--- config.mk ---
export PLATFORM = sky130hd
export DESIGN_NAME = xlat_cache
export DESIGN_NICKNAME = d
export VERILOG_FILES = /design/src/rtl/xlat_pkg.sv /design/src/rtl/xlat_match.sv /design/src/rtl/xlat_store.sv /design/src/rtl/xlat_recency.sv /design/src/rtl/xlat_cache.sv
export SDC_FILE = /design/constraint.sdc
export NUM_CORES = 2
export LEC_CHECK = 0
export BUFFER_PORTS_ARGS = -buffer_cell sky130_fd_sc_hd__buf_2
export CORE_MARGIN = 3
export CORE_UTILIZATION = 60
export CTS_CLUSTER_SIZE = 12
export DETAILED_ROUTE_END_ITERATION = 7
export GPL_TIMING_DRIVEN = 0
export PLACE_DENSITY = 0.86
export REMOVE_ABC_BUFFERS = 1
export SETUP_SLACK_MARGIN = 0.05
export SLEW_MARGIN = 5
export SYNTH_ARGS = -nofsm -noshare
export SYNTH_HDL_FRONTEND = slang
export SYNTH_HIERARCHICAL = 1
export SYNTH_SLANG_ARGS = --single-unit
--- constraint.sdc ---
create_clock -name clk -period 10.8 [get_ports clk]
set_clock_uncertainty 0.05 [all_clocks]
set_input_delay 2.16 -clock clk [delete_from_list [all_inputs] [get_ports clk]]
set_output_delay 2.16 -clock clk [all_outputs]
set_load 0.05 [all_outputs]
--- src/rtl/xlat_pkg.sv ---
package xlat_pkg;
    localparam int VPN_W = 20;
    localparam int PPN_W = 20;

    typedef logic [VPN_W-1:0] vpn_t;
    typedef logic [PPN_W-1:0] ppn_t;

    typedef struct packed {
        logic dirty;
        logic exec;
        logic write;
        logic read;
    } perm_t;

    typedef struct packed {
        vpn_t  tag;
        ppn_t  ppn;
        perm_t perm;
    } slot_t;
endpackage

--- src/rtl/xlat_match.sv ---
module xlat_match
    import xlat_pkg::*;
#(
    parameter int DEPTH = 16,
    parameter int IW    = $clog2(DEPTH)
) (
    input  logic [DEPTH-1:0]       valid_vec,
    input  vpn_t [DEPTH-1:0]       tag_vec,
    input  vpn_t                   key,
    output logic                   any,
    output logic [IW-1:0]          idx
);
    logic [DEPTH-1:0] eq_vec;

    for (genvar g = 0; g < DEPTH; g++) begin : g_cmp
        assign eq_vec[g] = valid_vec[g] && (tag_vec[g] == key);
    end

    assign any = |eq_vec;

    always_comb begin
        idx = '0;
        for (int i = DEPTH - 1; i >= 0; i--) begin
            if (eq_vec[i]) idx = IW'(i);
        end
    end
endmodule

--- src/rtl/xlat_store.sv ---
module xlat_store
    import xlat_pkg::*;
#(
    parameter int DEPTH = 16,
    parameter int IW    = $clog2(DEPTH)
) (
    input  logic                   clk,
    input  logic                   rst,
    input  logic                   flush,
    input  logic [DEPTH-1:0]       kill_vec,
    input  logic                   wr_en,
    input  logic [IW-1:0]          wr_idx,
    input  slot_t                  wr_slot,
    output logic [DEPTH-1:0]       valid_vec,
    output vpn_t [DEPTH-1:0]       tag_vec,
    output slot_t [DEPTH-1:0]      slots
);
    logic  [DEPTH-1:0]  valid_q;
    slot_t [DEPTH-1:0]  slots_q;
    logic  [DEPTH-1:0]  set_vec;

    assign set_vec = wr_en ? (DEPTH'(1) << wr_idx) : '0;

    always_ff @(posedge clk) begin
        if (rst || flush) begin
            valid_q <= '0;
        end else begin
            valid_q <= (valid_q & ~kill_vec) | set_vec;
        end
    end

    always_ff @(posedge clk) begin
        if (rst) begin
            slots_q <= '0;
        end else if (wr_en) begin
            slots_q[wr_idx] <= wr_slot;
        end
    end

    for (genvar g = 0; g < DEPTH; g++) begin : g_tag
        assign tag_vec[g] = slots_q[g].tag;
    end

    assign valid_vec = valid_q;
    assign slots     = slots_q;
endmodule

--- src/rtl/xlat_recency.sv ---
module xlat_recency #(
    parameter int DEPTH = 16,
    parameter int IW    = $clog2(DEPTH)
) (
    input  logic                       clk,
    input  logic                       rst,
    input  logic                       touch_en,
    input  logic [IW-1:0]              touch_idx,
    input  logic [DEPTH-1:0]           valid_vec,
    output logic [IW-1:0]              victim_idx,
    output logic [DEPTH-1:0][IW-1:0]   age_vec
);
    localparam logic [IW-1:0] OLDEST = IW'(DEPTH - 1);

    logic [DEPTH-1:0][IW-1:0] age_q;
    logic [IW-1:0]            touch_age;
    logic                     free_any;
    logic [IW-1:0]            free_idx;
    logic [IW-1:0]            old_idx;

    assign touch_age = age_q[touch_idx];

    always_ff @(posedge clk) begin
        if (rst) begin
            for (int i = 0; i < DEPTH; i++) age_q[i] <= IW'(i);
        end else if (touch_en) begin
            for (int i = 0; i < DEPTH; i++) begin
                if (IW'(i) == touch_idx)        age_q[i] <= '0;
                else if (age_q[i] < touch_age)  age_q[i] <= age_q[i] + 1'b1;
            end
        end
    end

    always_comb begin
        free_any = 1'b0;
        free_idx = '0;
        old_idx  = '0;
        for (int i = DEPTH - 1; i >= 0; i--) begin
            if (!valid_vec[i]) begin
                free_any = 1'b1;
                free_idx = IW'(i);
            end
            if (age_q[i] == OLDEST) old_idx = IW'(i);
        end
        victim_idx = free_any ? free_idx : old_idx;
    end

    assign age_vec = age_q;
endmodule

--- src/rtl/xlat_cache.sv ---
module xlat_cache
    import xlat_pkg::*;
#(
    parameter int DEPTH = 16
) (
    input  logic             clk,
    input  logic             rst,
    input  logic             lk_valid,
    input  logic [VPN_W-1:0] lk_vpn,
    output logic             rsp_valid,
    output logic             rsp_hit,
    output logic             rsp_miss,
    output logic [PPN_W-1:0] rsp_ppn,
    output logic [3:0]       rsp_perm,
    input  logic             fill_valid,
    input  logic [VPN_W-1:0] fill_vpn,
    input  logic [PPN_W-1:0] fill_ppn,
    input  logic [3:0]       fill_perm,
    input  logic             flush,
    input  logic             inv_valid,
    input  logic [VPN_W-1:0] inv_vpn
);
    localparam int IW = $clog2(DEPTH);

    logic  [DEPTH-1:0]          valid_vec;
    vpn_t  [DEPTH-1:0]          tag_vec;
    slot_t [DEPTH-1:0]          slots;
    logic  [DEPTH-1:0][IW-1:0]  age_vec;

    logic            lk_any,   fill_any,   inv_any;
    logic [IW-1:0]   lk_idx,   fill_hidx,  inv_idx;
    logic [IW-1:0]   victim_idx, fill_idx, touch_idx;
    logic            fill_do, touch_en;
    logic [DEPTH-1:0] kill_vec;
    slot_t           fill_slot;

    xlat_match #(.DEPTH(DEPTH), .IW(IW)) u_lk_match (
        .valid_vec(valid_vec), .tag_vec(tag_vec), .key(lk_vpn),
        .any(lk_any), .idx(lk_idx)
    );

    xlat_match #(.DEPTH(DEPTH), .IW(IW)) u_fill_match (
        .valid_vec(valid_vec), .tag_vec(tag_vec), .key(fill_vpn),
        .any(fill_any), .idx(fill_hidx)
    );

    xlat_match #(.DEPTH(DEPTH), .IW(IW)) u_inv_match (
        .valid_vec(valid_vec), .tag_vec(tag_vec), .key(inv_vpn),
        .any(inv_any), .idx(inv_idx)
    );

    // A flush, or an invalidate of the same page, discards the fill.
    assign fill_do   = fill_valid && !flush && !(inv_valid && (inv_vpn == fill_vpn));
    assign fill_idx  = fill_any ? fill_hidx : victim_idx;
    assign kill_vec  = (inv_valid && inv_any) ? (DEPTH'(1) << inv_idx) : '0;
    assign fill_slot = '{tag: fill_vpn, ppn: fill_ppn, perm: perm_t'(fill_perm)};

    // A fill outranks a lookup hit for the single recency update per cycle.
    assign touch_en  = fill_do || (lk_valid && lk_any);
    assign touch_idx = fill_do ? fill_idx : lk_idx;

    xlat_store #(.DEPTH(DEPTH), .IW(IW)) u_store (
        .clk(clk), .rst(rst), .flush(flush), .kill_vec(kill_vec),
        .wr_en(fill_do), .wr_idx(fill_idx), .wr_slot(fill_slot),
        .valid_vec(valid_vec), .tag_vec(tag_vec), .slots(slots)
    );

    xlat_recency #(.DEPTH(DEPTH), .IW(IW)) u_recency (
        .clk(clk), .rst(rst), .touch_en(touch_en), .touch_idx(touch_idx),
        .valid_vec(valid_vec), .victim_idx(victim_idx), .age_vec(age_vec)
    );

    always_ff @(posedge clk) begin
        if (rst) begin
            rsp_valid <= 1'b0;
            rsp_hit   <= 1'b0;
            rsp_miss  <= 1'b0;
            rsp_ppn   <= '0;
            rsp_perm  <= '0;
        end else begin
            rsp_valid <= lk_valid;
            rsp_hit   <= lk_valid && lk_any;
            rsp_miss  <= lk_valid && !lk_any;
            rsp_ppn   <= slots[lk_idx].ppn;
            rsp_perm  <= slots[lk_idx].perm;
        end
    end
endmodule

==> results.cfg <==
[critical_path]
cp-end-kind = register
critPathKind = input pin to register
max_stage_delay_ns = 1.09
crit_chain = buf_2 -> xnor2_1 -> nand4_1 -> nor4_1 -> and2_1 -> o21ai_1 -> a21oi_1 -> o2111ai_1 -> a32oi_1 -> mux2_2 -> mux2_2 -> mux4_2 -> mux4_2 -> inv_1 -> ha_1 -> a21o_1 -> a211oi_1 -> nand2_1 -> nor2_1 -> o21ai_0 -> a221o_1
crit_arrival_ns = 10.44
cp_max_fo = 31
reg2reg_slack_ns = 2.74
critPathSlowestCell = nor4_1
startpoint_type = input pin
cp.required_ns = 11.31

[cells_and_area]
final_cell_area_sq_um = 53100
nNetsFinal = 4979
area_growth_pct = 0.433
nFillCells = 6795
drive_above_1_share_pct = 10.6

[synth]
synth.most_common_cell = dfxtp_1
synthArstFlopShare_pct = 0
yosysTopAreaCell = dfxtp_1
synth_top_area_share_pct = 30.7
synthDistinctLibCells = 85
yosys-top-cells-area = dfxtp_1 31%, mux2i_1 14%, xnor2_1 12%
yosys_warnings = 6
postSynthAreaPerCell_sq_um = 9.90
synth_ff_type = dfxtp_1
synthTopCellsByCount = 811 x dfxtp_1, 765 x nand2b_1, 715 x mux2i_1, 715 x xnor2_1, 392 x buf_4
synth_edf_count = 0
synth-seq-area-share_pct = 30.7
synth_seq_cells = 811
netlist_area_sq_um = 52900
postSynthCellCount = 5338

[status]
status = finished with violations
violations = design-rule violations, max-capacitance violations, max-slew violations

[global_route]
grt_max_degree = 203
grt_remaining_overflow = 0
grt_usage_pct = 33.5
antenna_found_initial = 3
grt_pass1_vias = 38900
grt_pass1_wl_microns = 234000

[route]
vias = 39700
wl_met2_microns = 67300
routed_wl_microns = 159000
highest_layer = met5
drtIter0Drc = 5608
ant_nets = 0
viasPerCell = 6.58
dr.pass1.iters = 8
met1_length_microns = 58700
wl_met3_microns = 20700
avgRoutedWirePerCell_microns = 26.3
drc = 3

[place]
place.gp.congestion = 0.964
dpl-instance-area_sq_um = 50200
dpl.hpwl_microns = 91100
io_buffers = 116

[sta]
slew-limit-headroom_pct = -5.43
finalMaxSlewViolations = 101
fmax_ghz = 0.101
tightest_slew_ns = 1.58
rsz0062_at_grt = no
hold_viol_final = 0
final-setup-viol-count = 0
fin_crit_sh_pct = 91.9
period_needed_ns = 9.93

[clock_tree]
postCtsSetupBuffers = 0
cts-root-buf = clkbuf_16
htree_num_levels = 3
cts_tree = built
clk_path_buf_depth = 3
hold_buffers = 0
path_clk_slew_ns = 0.06
cts_inserted_buffers = 89
cts.sinks = 811
clk_latency_ns = 0.69
postCtsResizedCells = 0

[die]
core_area_sq_um = 87000
fp-row-count = 108
ios = 117
fp.dieW_microns = 303
start_util_pct = 60.7
die_h_microns = 303
dieArea_sq_um = 91700

[power_and_ir_drop]
p_per_area_nw_per_um2 = 125
irDropWorstVdd_uv = 144
p_total_w = 0.00666
power_leakage_nw = 22.1

[flow_run]
drv_cap = 5

[worst_hold_path]
min_path_type = register to register
-- metal layers --
metal  vias to the layer above  GRT usage [%]
met4                         2           21.0
met3                       896           9.79
met5                         -              0
met1                     19100           42.0
met2                      2795           50.6
li1                      16900              -
-- final cells by class --
cell class                      instances  area [sq um]  area share, %
Clock inverter                         25           318          0.599
Timing Repair Buffer                  143          1220           2.30
Tap cell                             1155          1450           2.72
Antenna cell                            2          5.00        0.00943
Sequential cell                       811         16200           30.6
Clock buffer                          120          2500           4.72
Multi-Input combinational cell       3760         31300           58.9
Inverter                               20          75.1          0.141
-- layout by cell type (no fill, tap or decap), types with 14 or more instances in the layout --
master / instances
buf_16: 16
nor2b_1: 45
nor4_2: 15
nor3_1: 28
or2b_2: 14
dfxtp_1: 811
xor2_1: 262
clkbuf_16: 90
mux4_2: 135
a21oi_1: 71
o21a_1: 25
buf_2: 115
clkbuf_1: 16
clkbuf_8: 14
nor2_1: 80
nor4_1: 98
mux2_2: 15
nand4_1: 189
mux2i_1: 715
nand2_1: 100
xnor2_1: 715
inv_1: 18
a31oi_1: 17
ha_1: 64
o21ai_0: 46
nand3_1: 119
nand2b_1: 759
-- path summary, 6_finish.rpt --
| path | startpoint | to | cells past startpoint |
|---|---|---|---|
| worst max-delay path | fill_vpn[16] | u_recency/age_vec[39] | 21 |
| worst min-delay path | u_store/slots[21] | u_store/slots[21] | 2 |
| worst max register to register | u_store/slots[596] | u_recency/age_vec[39] | 20 |
| worst min register to register | u_store/slots[21] | u_store/slots[21] | 2 |
-- worst max-delay path, delay by kind of cell --
family / cells / cell delay [ns]
adder cells (fa/ha/maj): 1 / 0.40
buffers and inverters: 2 / 1.42
multiplexers: 4 / 2.29
XOR/XNOR: 1 / 0.22
AND/OR/NAND/NOR: 5 / 1.79
AO/OA/AOI/OAI: 8 / 2.12
-- power breakdown --
group	internal (W)	total [W]	switching, W
Clock	0.00170	0.00301	0.00131
Combinational	0.000216	0.000627	0.000411
Sequential	0.00301	0.00302	0.0000127
Total	0.00492	0.00666	0.00173
-- metrics by stage --
| stage | hold WS (ns) | TNS, ns | worst slack (ns) | instances | util [%] |
|---|---|---|---|---|---|
| 2_1_floorplan | 0.395 | -425.83 | -5.98 | 4591 | - |
| 3_3_place_gp | 0.405 | -1621.06 | -12.65 | 5862 | 56.9 |
| 3_5_place_dp | 0.413 | 0 | 0.772 | 5889 | 57.7 |
| 4_1_cts | 0.426 | 0 | 1.47 | 6034 | 61.0 |
| 5_1_grt | 0.440 | 0 | 0.780 | 6036 | 61.0 |
| 6_report | 0.422 | 0 | 0.874 | 6036 | 61.0 |
-- logic make-up after synthesis --
group                      count (synthesis)  share of synthesized area [%]
and+or+nand+nor                         1559                           17.8
xor gates and xnor gates                 977                           16.2
muxes                                    866                           19.6
DFF                                      811                           30.7
buffers and inverters                    767                           10.3
AOI/OAI and AO/OA                        294                           3.84
adders and majority gates                 64                           1.52
-- state kept, by name (all words and copies together) (netlist names) --
register / count
u_recency/age_vec: 64
rsp_miss: 1
rsp_hit: 1
rsp_perm: 4
u_store/slots: 704
rsp_ppn: 20
rsp_valid: 1
u_store/valid_vec: 16
Note: power is estimated with default switching activity, not from simulation.
